==> config.mk <==
export PLATFORM = sky130hd
export DESIGN_NAME = pix_depth_clamp
export DESIGN_NICKNAME = d
export VERILOG_FILES = /design/src/rtl/pdc_pkg.sv /design/src/rtl/pdc_reduce.sv /design/src/rtl/pdc_clamp.sv /design/src/rtl/pix_depth_clamp.sv
export SDC_FILE = /design/constraint.sdc
export NUM_CORES = 1
export LEC_CHECK = 0
export BUFFER_PORTS_ARGS = -buffer_cell sky130_fd_sc_hd__buf_2
export CAP_MARGIN = 15
export CORE_MARGIN = 2
export CORE_UTILIZATION = 35
export CTS_BUF_LIST = sky130_fd_sc_hd__clkbuf_2 sky130_fd_sc_hd__clkbuf_4 sky130_fd_sc_hd__clkbuf_8
export DETAILED_ROUTE_END_ITERATION = 6
export PLACE_DENSITY_LB_ADDON = 0.25
export SYNTH_ARGS = -nofsm -noshare
export SYNTH_HDL_FRONTEND = slang
export SYNTH_SLANG_ARGS = --single-unit
==> constraint.sdc <==
create_clock -name clk -period 2.6 [get_ports clk]
set_clock_uncertainty 0.2 [all_clocks]
set_input_delay 0 -clock clk [delete_from_list [all_inputs] [get_ports clk]]
set_output_delay 0 -clock clk [all_outputs]
set_load 0.02 [all_outputs]
==> src/rtl/pdc_pkg.sv <==
// Package: shared encodings for the pixel depth reducer and clamp.
// Assumes components are 12 bits wide for the fixed window constants.
package pdc_pkg;

    typedef enum logic [2:0] {
        CLMP_NONE  = 3'd0,
        CLMP_WIN8  = 3'd1,
        CLMP_WIN10 = 3'd2,
        CLMP_WIN12 = 3'd3,
        CLMP_PROG  = 3'd4
    } clamp_sel_e;

    typedef enum logic [1:0] {
        KEEP6  = 2'd0,
        KEEP8  = 2'd1,
        KEEP10 = 2'd2,
        KEEP_ALL = 2'd3
    } depth_sel_e;

endpackage

==> src/rtl/pdc_reduce.sv <==
// Module: pdc_reduce
// Reduces one component to 6, 8 or 10 MSB-aligned bits by truncation or
// rounding with saturation. Purely combinational. Assumes COMP_W > 10.
module pdc_reduce #(
    parameter int COMP_W = 12
) (
    input  logic              en_i,
    input  logic [1:0]        depth_i,
    input  logic              round_i,
    input  logic [COMP_W-1:0] comp_i,
    output logic [COMP_W-1:0] comp_o
);
    import pdc_pkg::*;

    localparam int DROP6  = COMP_W - 6;
    localparam int DROP8  = COMP_W - 8;
    localparam int DROP10 = COMP_W - 10;

    int                drop;
    logic [COMP_W-1:0] keep_mask;
    logic [COMP_W:0]   half;
    logic [COMP_W:0]   sum;

    // Purpose: pick the number of discarded bits from the depth code.
    always_comb begin
        unique case (depth_sel_e'(depth_i))
            KEEP6:   drop = DROP6;
            KEEP8:   drop = DROP8;
            KEEP10:  drop = DROP10;
            default: drop = 0;
        endcase
        if (!en_i) drop = 0;
    end

    // Purpose: form the mask, add the rounding offset and saturate.
    always_comb begin
        keep_mask = {COMP_W{1'b1}} << drop;
        half = '0;
        if (round_i && drop > 0) half[drop-1] = 1'b1;
        sum = {1'b0, comp_i} + half;
        if (sum[COMP_W]) comp_o = keep_mask;
        else             comp_o = sum[COMP_W-1:0] & keep_mask;
    end

endmodule

==> src/rtl/pdc_clamp.sv <==
// Module: pdc_clamp
// Limits one component to a fixed window on an 8-, 10- or 12-bit grid or to
// a programmable window. Combinational. Assumes COMP_W == 12 for the fixed windows.
module pdc_clamp #(
    parameter int COMP_W = 12
) (
    input  logic [2:0]        mode_i,
    input  logic [COMP_W-1:0] lo_i,
    input  logic [COMP_W-1:0] hi_i,
    input  logic [COMP_W-1:0] comp_i,
    output logic [COMP_W-1:0] comp_o
);
    import pdc_pkg::*;

    localparam int SH8  = COMP_W - 8;
    localparam int SH10 = COMP_W - 10;

    localparam logic [COMP_W-1:0] W8_LO  = COMP_W'(12'h001) << SH8;
    localparam logic [COMP_W-1:0] W8_HI  = COMP_W'(12'h0FE) << SH8;
    localparam logic [COMP_W-1:0] W10_LO = COMP_W'(12'h004) << SH10;
    localparam logic [COMP_W-1:0] W10_HI = COMP_W'(12'h3FB) << SH10;
    localparam logic [COMP_W-1:0] W12_LO = COMP_W'(12'h010);
    localparam logic [COMP_W-1:0] W12_HI = COMP_W'(12'hFEF);

    logic [7:0] top8;
    logic [9:0] top10;

    assign top8  = comp_i[COMP_W-1 -: 8];
    assign top10 = comp_i[COMP_W-1 -: 10];

    // Purpose: select the window for the mode and apply it.
    always_comb begin
        comp_o = comp_i;
        unique case (clamp_sel_e'(mode_i))
            CLMP_WIN8: begin
                if (top8 < 8'h01)      comp_o = W8_LO;
                else if (top8 > 8'hFE) comp_o = W8_HI;
            end
            CLMP_WIN10: begin
                if (top10 < 10'h004)      comp_o = W10_LO;
                else if (top10 > 10'h3FB) comp_o = W10_HI;
            end
            CLMP_WIN12: begin
                if (comp_i < W12_LO)      comp_o = W12_LO;
                else if (comp_i > W12_HI) comp_o = W12_HI;
            end
            CLMP_PROG: begin
                if (comp_i < lo_i)        comp_o = lo_i;
                else if (comp_i > hi_i)   comp_o = hi_i;
            end
            default: comp_o = comp_i;
        endcase
    end

    // Purpose: programmable window result lies inside ordered limits.
    always_comb begin
        if (mode_i == 3'd4 && lo_i <= hi_i) begin
            AST_PROG_WINDOW: assert (comp_o >= lo_i && comp_o <= hi_i) else $error("prog window");
        end
    end

endmodule

==> src/rtl/pix_depth_clamp.sv <==
// Module: pix_depth_clamp
// Two-stage pixel pipeline: stage 1 registers the depth-reduced pixel, stage 2
// registers the clamped pixel. Valid/ready on both sides. Assumes the cfg_*
// inputs stay constant while any pixel is in flight.
module pix_depth_clamp #(
    parameter int COMP_W = 12,
    parameter int NCOMP  = 3
) (
    input  logic                      clk,
    input  logic                      rst_n,
    input  logic                      cfg_red_en,
    input  logic [1:0]                cfg_red_depth,
    input  logic                      cfg_red_round,
    input  logic [2:0]                cfg_clamp_mode,
    input  logic [COMP_W*NCOMP-1:0]   cfg_clamp_lo,
    input  logic [COMP_W*NCOMP-1:0]   cfg_clamp_hi,
    input  logic                      in_valid,
    output logic                      in_ready,
    input  logic [COMP_W*NCOMP-1:0]   in_pix,
    output logic                      out_valid,
    input  logic                      out_ready,
    output logic [COMP_W*NCOMP-1:0]   out_pix
);
    localparam int PIX_W = COMP_W * NCOMP;

    logic             s1_vld, s2_vld;
    logic [PIX_W-1:0] s1_pix, s2_pix;
    logic [PIX_W-1:0] red_pix, clp_pix;
    logic             s1_load, s2_load;

    genvar gi;
    generate
        for (gi = 0; gi < NCOMP; gi++) begin : g_comp
            pdc_reduce #(.COMP_W(COMP_W)) u_red (
                .en_i    (cfg_red_en),
                .depth_i (cfg_red_depth),
                .round_i (cfg_red_round),
                .comp_i  (in_pix[gi*COMP_W +: COMP_W]),
                .comp_o  (red_pix[gi*COMP_W +: COMP_W])
            );
            pdc_clamp #(.COMP_W(COMP_W)) u_clp (
                .mode_i  (cfg_clamp_mode),
                .lo_i    (cfg_clamp_lo[gi*COMP_W +: COMP_W]),
                .hi_i    (cfg_clamp_hi[gi*COMP_W +: COMP_W]),
                .comp_i  (s1_pix[gi*COMP_W +: COMP_W]),
                .comp_o  (clp_pix[gi*COMP_W +: COMP_W])
            );
        end
    endgenerate

    // Purpose: stage load enables from downstream readiness.
    assign s2_load  = !s2_vld || out_ready;
    assign s1_load  = !s1_vld || s2_load;
    assign in_ready = s1_load;

    // Purpose: stage 1 register holds the reduced pixel.
    always_ff @(posedge clk) begin
        if (!rst_n) begin
            s1_vld <= 1'b0;
            s1_pix <= '0;
        end else if (s1_load) begin
            s1_vld <= in_valid;
            s1_pix <= red_pix;
        end
    end

    // Purpose: stage 2 register holds the clamped pixel.
    always_ff @(posedge clk) begin
        if (!rst_n) begin
            s2_vld <= 1'b0;
            s2_pix <= '0;
        end else if (s2_load) begin
            s2_vld <= s1_vld;
            s2_pix <= clp_pix;
        end
    end

    assign out_valid = s2_vld;
    assign out_pix   = s2_pix;

    AST_STALL_HOLD: assert property (@(posedge clk) disable iff (!rst_n)
        (out_valid && !out_ready) |=> (out_valid && $stable(out_pix))) else $error("stall hold");

    AST_TWO_CYCLE: assert property (@(posedge clk) disable iff (!rst_n)
        (in_valid && in_ready) ##1 out_ready |=> out_valid) else $error("latency");

    AST_EMPTY_READY: assert property (@(posedge clk) disable iff (!rst_n)
        !out_valid |-> in_ready) else $error("empty ready");

    generate
        for (gi = 0; gi < NCOMP; gi++) begin : g_chk
            AST_LOW_BITS_ZERO: assert property (@(posedge clk) disable iff (!rst_n)
                (out_valid && cfg_red_en && cfg_red_depth == 2'd0 && cfg_clamp_mode == 3'd0)
                |-> (out_pix[gi*COMP_W +: 6] == 6'd0)) else $error("low bits");

            AST_WIN8_RANGE: assert property (@(posedge clk) disable iff (!rst_n)
                (out_valid && cfg_clamp_mode == 3'd1)
                |-> (out_pix[gi*COMP_W + COMP_W - 8 +: 8] >= 8'h01 &&
                     out_pix[gi*COMP_W + COMP_W - 8 +: 8] <= 8'hFE)) else $error("win8");

            AST_WIN12_RANGE: assert property (@(posedge clk) disable iff (!rst_n)
                (out_valid && cfg_clamp_mode == 3'd3)
                |-> (out_pix[gi*COMP_W +: COMP_W] >= COMP_W'(12'h010) &&
                     out_pix[gi*COMP_W +: COMP_W] <= COMP_W'(12'hFEF))) else $error("win12");
        end
    endgenerate

endmodule

==> flow_summary.toml <==
[power_and_ir_drop]
peakVddDrop_v = 0.0001902
leakagePower_nw = 4.843
pwr_density_cell_nw_per_um2 = 387.4
power_mw = 3.993

[detailed_routing]
wirelength_mm = 25.60
drt-vias-per-instance = 5.384
route.detailed.drc = 0
vias = 8168
drt_iter0_drc = 471
routedWlPerCell_um = 16.87
detail-route-antenna-nets = 0
dr.pass1.iters = 5

[run_status]
status = "finished, final reports clean"

[global_routing]
grt_antenna_before_repair = 1
grt_pass1_wl_mm = 39.43
grt_overflow_total = 0
grt_pass1_vias = 7742
grt.total_usage_pct = 22.94
grt_max_degree = 26

[setup_path]
crit_path_max_fanout = 6
critical_path_arrival_ns = 2.65
required_ns = 2.68
critical_path_class = "reg2reg"
startpoint_type = "flip-flop"
crit_path_frequent_cell = "a221o_1"
max_stage_delay_ns = 0.36
cp-end-kind = "flip-flop"
crit_chain = "ha_4, a21o_1, a221o_1, a221o_1, o22a_4, mux2i_2, a21oi_1, o221a_2"
critPathSlowestCell = "dfxtp_2"

[placement]
dp_slack_ns = -0.1901
placed_cells = 1379
dp_hpwl_mm = 19.21
post_dp_cell_area_um2 = 8591
portBuffers = 156
gp_congestion = 0.8890

[yosys]
ys_types = 68
ys_async_sr_fraction_pct = 0
yosys_warnings = 0
yosysSeqAreaShare_pct = 21.17
synth_enable_flop_cells = 0
synth_area_um2 = 6998
ys_seq_elements = 74
synth_cells = 912
syn_avg_cell_area_um2 = 7.673
synth_flop_cell = "dfxtp_1"

[sta]
setup_viol = 0
whs_ns = 0.01913
tightest_slew_ns = 0.7299
period_share_pct = 98.81
max_freq_ghz = 0.3892
tns_ns = 0
setup_slack_ns = 0.03090
slew_violations = 0
finalHoldViolations = 0
relSlewSlack_pct = 51.11
rsz0062_at_grt = "true"
fin_crit_ns = 2.569

[floorplan]
coreArea_um2 = 19530
rows = 51
fp.dieW_um = 145.4
initial_utilization_pct = 35.84
ios = 157
chipHeight_um = 145.4
die_area_um2 = 21140

[run]
cap_violations = 0

[finish]
nNetsFinal = 1455
utilization_pct = 52.79
areaGrowthSynthToFinish_pct = 47.31
final_area_um2 = 10310
final_cell_mix = "buf_2 (155), dlygate4sd3_1 (106), buf_4 (94)"
mostFrequentLayoutCell = "buf_2"
drive_gt1_share_pct = 28.88
layout.cells.non_filler = 1517

[clock_network]
cts_buffer_depth = 2
tritoncts = "done"
clk_latency_ns = 0.37
cts_max_level = 3
root_buffer = "clkbuf_8"
clkTransAtPathRegs_ns = 0.09
numCtsBuffers = 9
cts_sinks = 74

[min_path]
holdCritPathClass = "in2reg"
[power by group]
part           switching (mW)  total (mW)  leakage (nW)  internal [mW]
clock                   0.487       0.979         0.103          0.492
sequential              0.104        1.34         0.619           1.24
combinational           0.854        1.67          4.12          0.819
[metal layers]
| metal | global-route usage [%] | routed length (um) | vias to the layer above |
|---|---|---|---|
| met2 | 36.47 | 11440 | 291 |
| li1 | - | - | 4056 |
| met1 | 31.67 | 11830 | 3780 |
| met5 | 0 | 0 | - |
| met3 | 2.947 | 1673 | 41 |
| met4 | 8.922 | 657 | 0 |
[cell type report]
| type | count | area (um2) |
|---|---|---|
| Inverter | 78 | 292.8 |
| Timing Repair Buffer | 362 | 2655 |
| Antenna cell | 2 | 5.005 |
| Clock buffer | 12 | 152.6 |
| Sequential cell | 74 | 1509 |
| Fill cell | 1897 | 9218 |
| Tap cell | 265 | 331.6 |
| Clock inverter | 4 | 51.30 |
| Multi-Input combinational cell | 720 | 5311 |
[final timing paths]
kind	startpoint	end	slack, ns	depth (start not counted)
hold / removal	cfg_clamp_hi[10]	out_pix[10]$_SDFFE_PN0P_	0.02	4
setup / recovery	s1_pix[29]$_SDFFE_PN0P_	out_pix[30]$_SDFFE_PN0P_	0.03	8
setup reg to reg	s1_pix[29]$_SDFFE_PN0P_	out_pix[30]$_SDFFE_PN0P_	0.03	8
hold reg to reg	s1_vld$_SDFFE_PN0P_	out_valid$_SDFFE_PN0P_	0.26	2
[critical path: cells and delay by family (launching register included)]
kind                     cells  cell delay, ns
AO/OA/AOI/OAI                6            1.47
adder cells (fa/ha/maj)      1            0.20
flip-flops                   1            0.36
multiplexers                 1            0.23
[kinds of logic after synthesis]
kind of cell,after synthesis,share of synthesized area [%]
XOR/XNOR,27,3.379
buffers and inverters,124,7.474
other,1,0.05359
multiplexers,23,3.343
flip-flops,74,21.17
adder cells (fa/ha/maj),94,16.70
AO/OA/AOI/OAI,334,31.74
AND/OR/NAND/NOR,235,16.14
[flip-flops by register name, summed over array words and instances (netlist names)]
name,cells
out_pix,36
s1_pix,36
s1_vld,1
out_valid,1
[cell usage after synthesis (all sizes together), types with 3 or more instances]
| master | number | share of area (%) |
|---|---|---|
| nand2 | 67 | 3.6 |
| a211oi | 14 | 1.5 |
| nand2b | 12 | 1.1 |
| and4 | 4 | 0.50 |
| o31ai | 6 | 0.64 |
| o21bai | 4 | 0.43 |
| o311ai | 4 | 0.50 |
| a22oi | 7 | 0.75 |
| inv | 78 | 4.2 |
| o221ai | 10 | 1.3 |
| xor2 | 15 | 1.9 |
| a31oi | 22 | 2.0 |
| clkbuf | 26 | 1.4 |
| nand4 | 17 | 1.5 |
| a2111oi | 4 | 0.50 |
| mux2 | 3 | 0.48 |
| and2 | 5 | 0.45 |
| nor3 | 26 | 1.9 |
| maj3 | 3 | 0.43 |
| a22o | 6 | 0.75 |
| or4 | 4 | 0.43 |
| o22ai | 10 | 0.89 |
| ha | 91 | 16 |
| nand3 | 17 | 1.2 |
| o221a | 6 | 0.97 |
| o21a | 8 | 0.86 |
| buf | 19 | 1.8 |
| mux2i | 20 | 2.9 |
| dfxtp | 74 | 21 |
| o21ai | 95 | 6.8 |
| a21o | 18 | 1.9 |
| a2bb2oi | 3 | 0.38 |
| a21oi | 66 | 4.7 |
| nor4 | 3 | 0.27 |
| a31o | 18 | 2.3 |
| a221oi | 7 | 1.3 |
| a211o | 3 | 0.38 |
| nor2b | 10 | 0.89 |
| nor2 | 56 | 3.0 |
| o211ai | 6 | 0.64 |
| xnor2 | 12 | 1.5 |
| and3 | 6 | 0.54 |
[what timing repair did]
| action | CTS | global route |
|---|---|---|
| hold buffers | 107 | 1 |
| cloned | 0 | 2 |
| resized for setup | 4 | 67 |
| pin swaps | 1 | 24 |
| buffers inserted | 2 | 10 |
| endpoints found under the hold margin | 74 | 1 |
| setup endpoints to repair | 7 | 36 |
No activity file was read; power rests on OpenSTA's default activity.
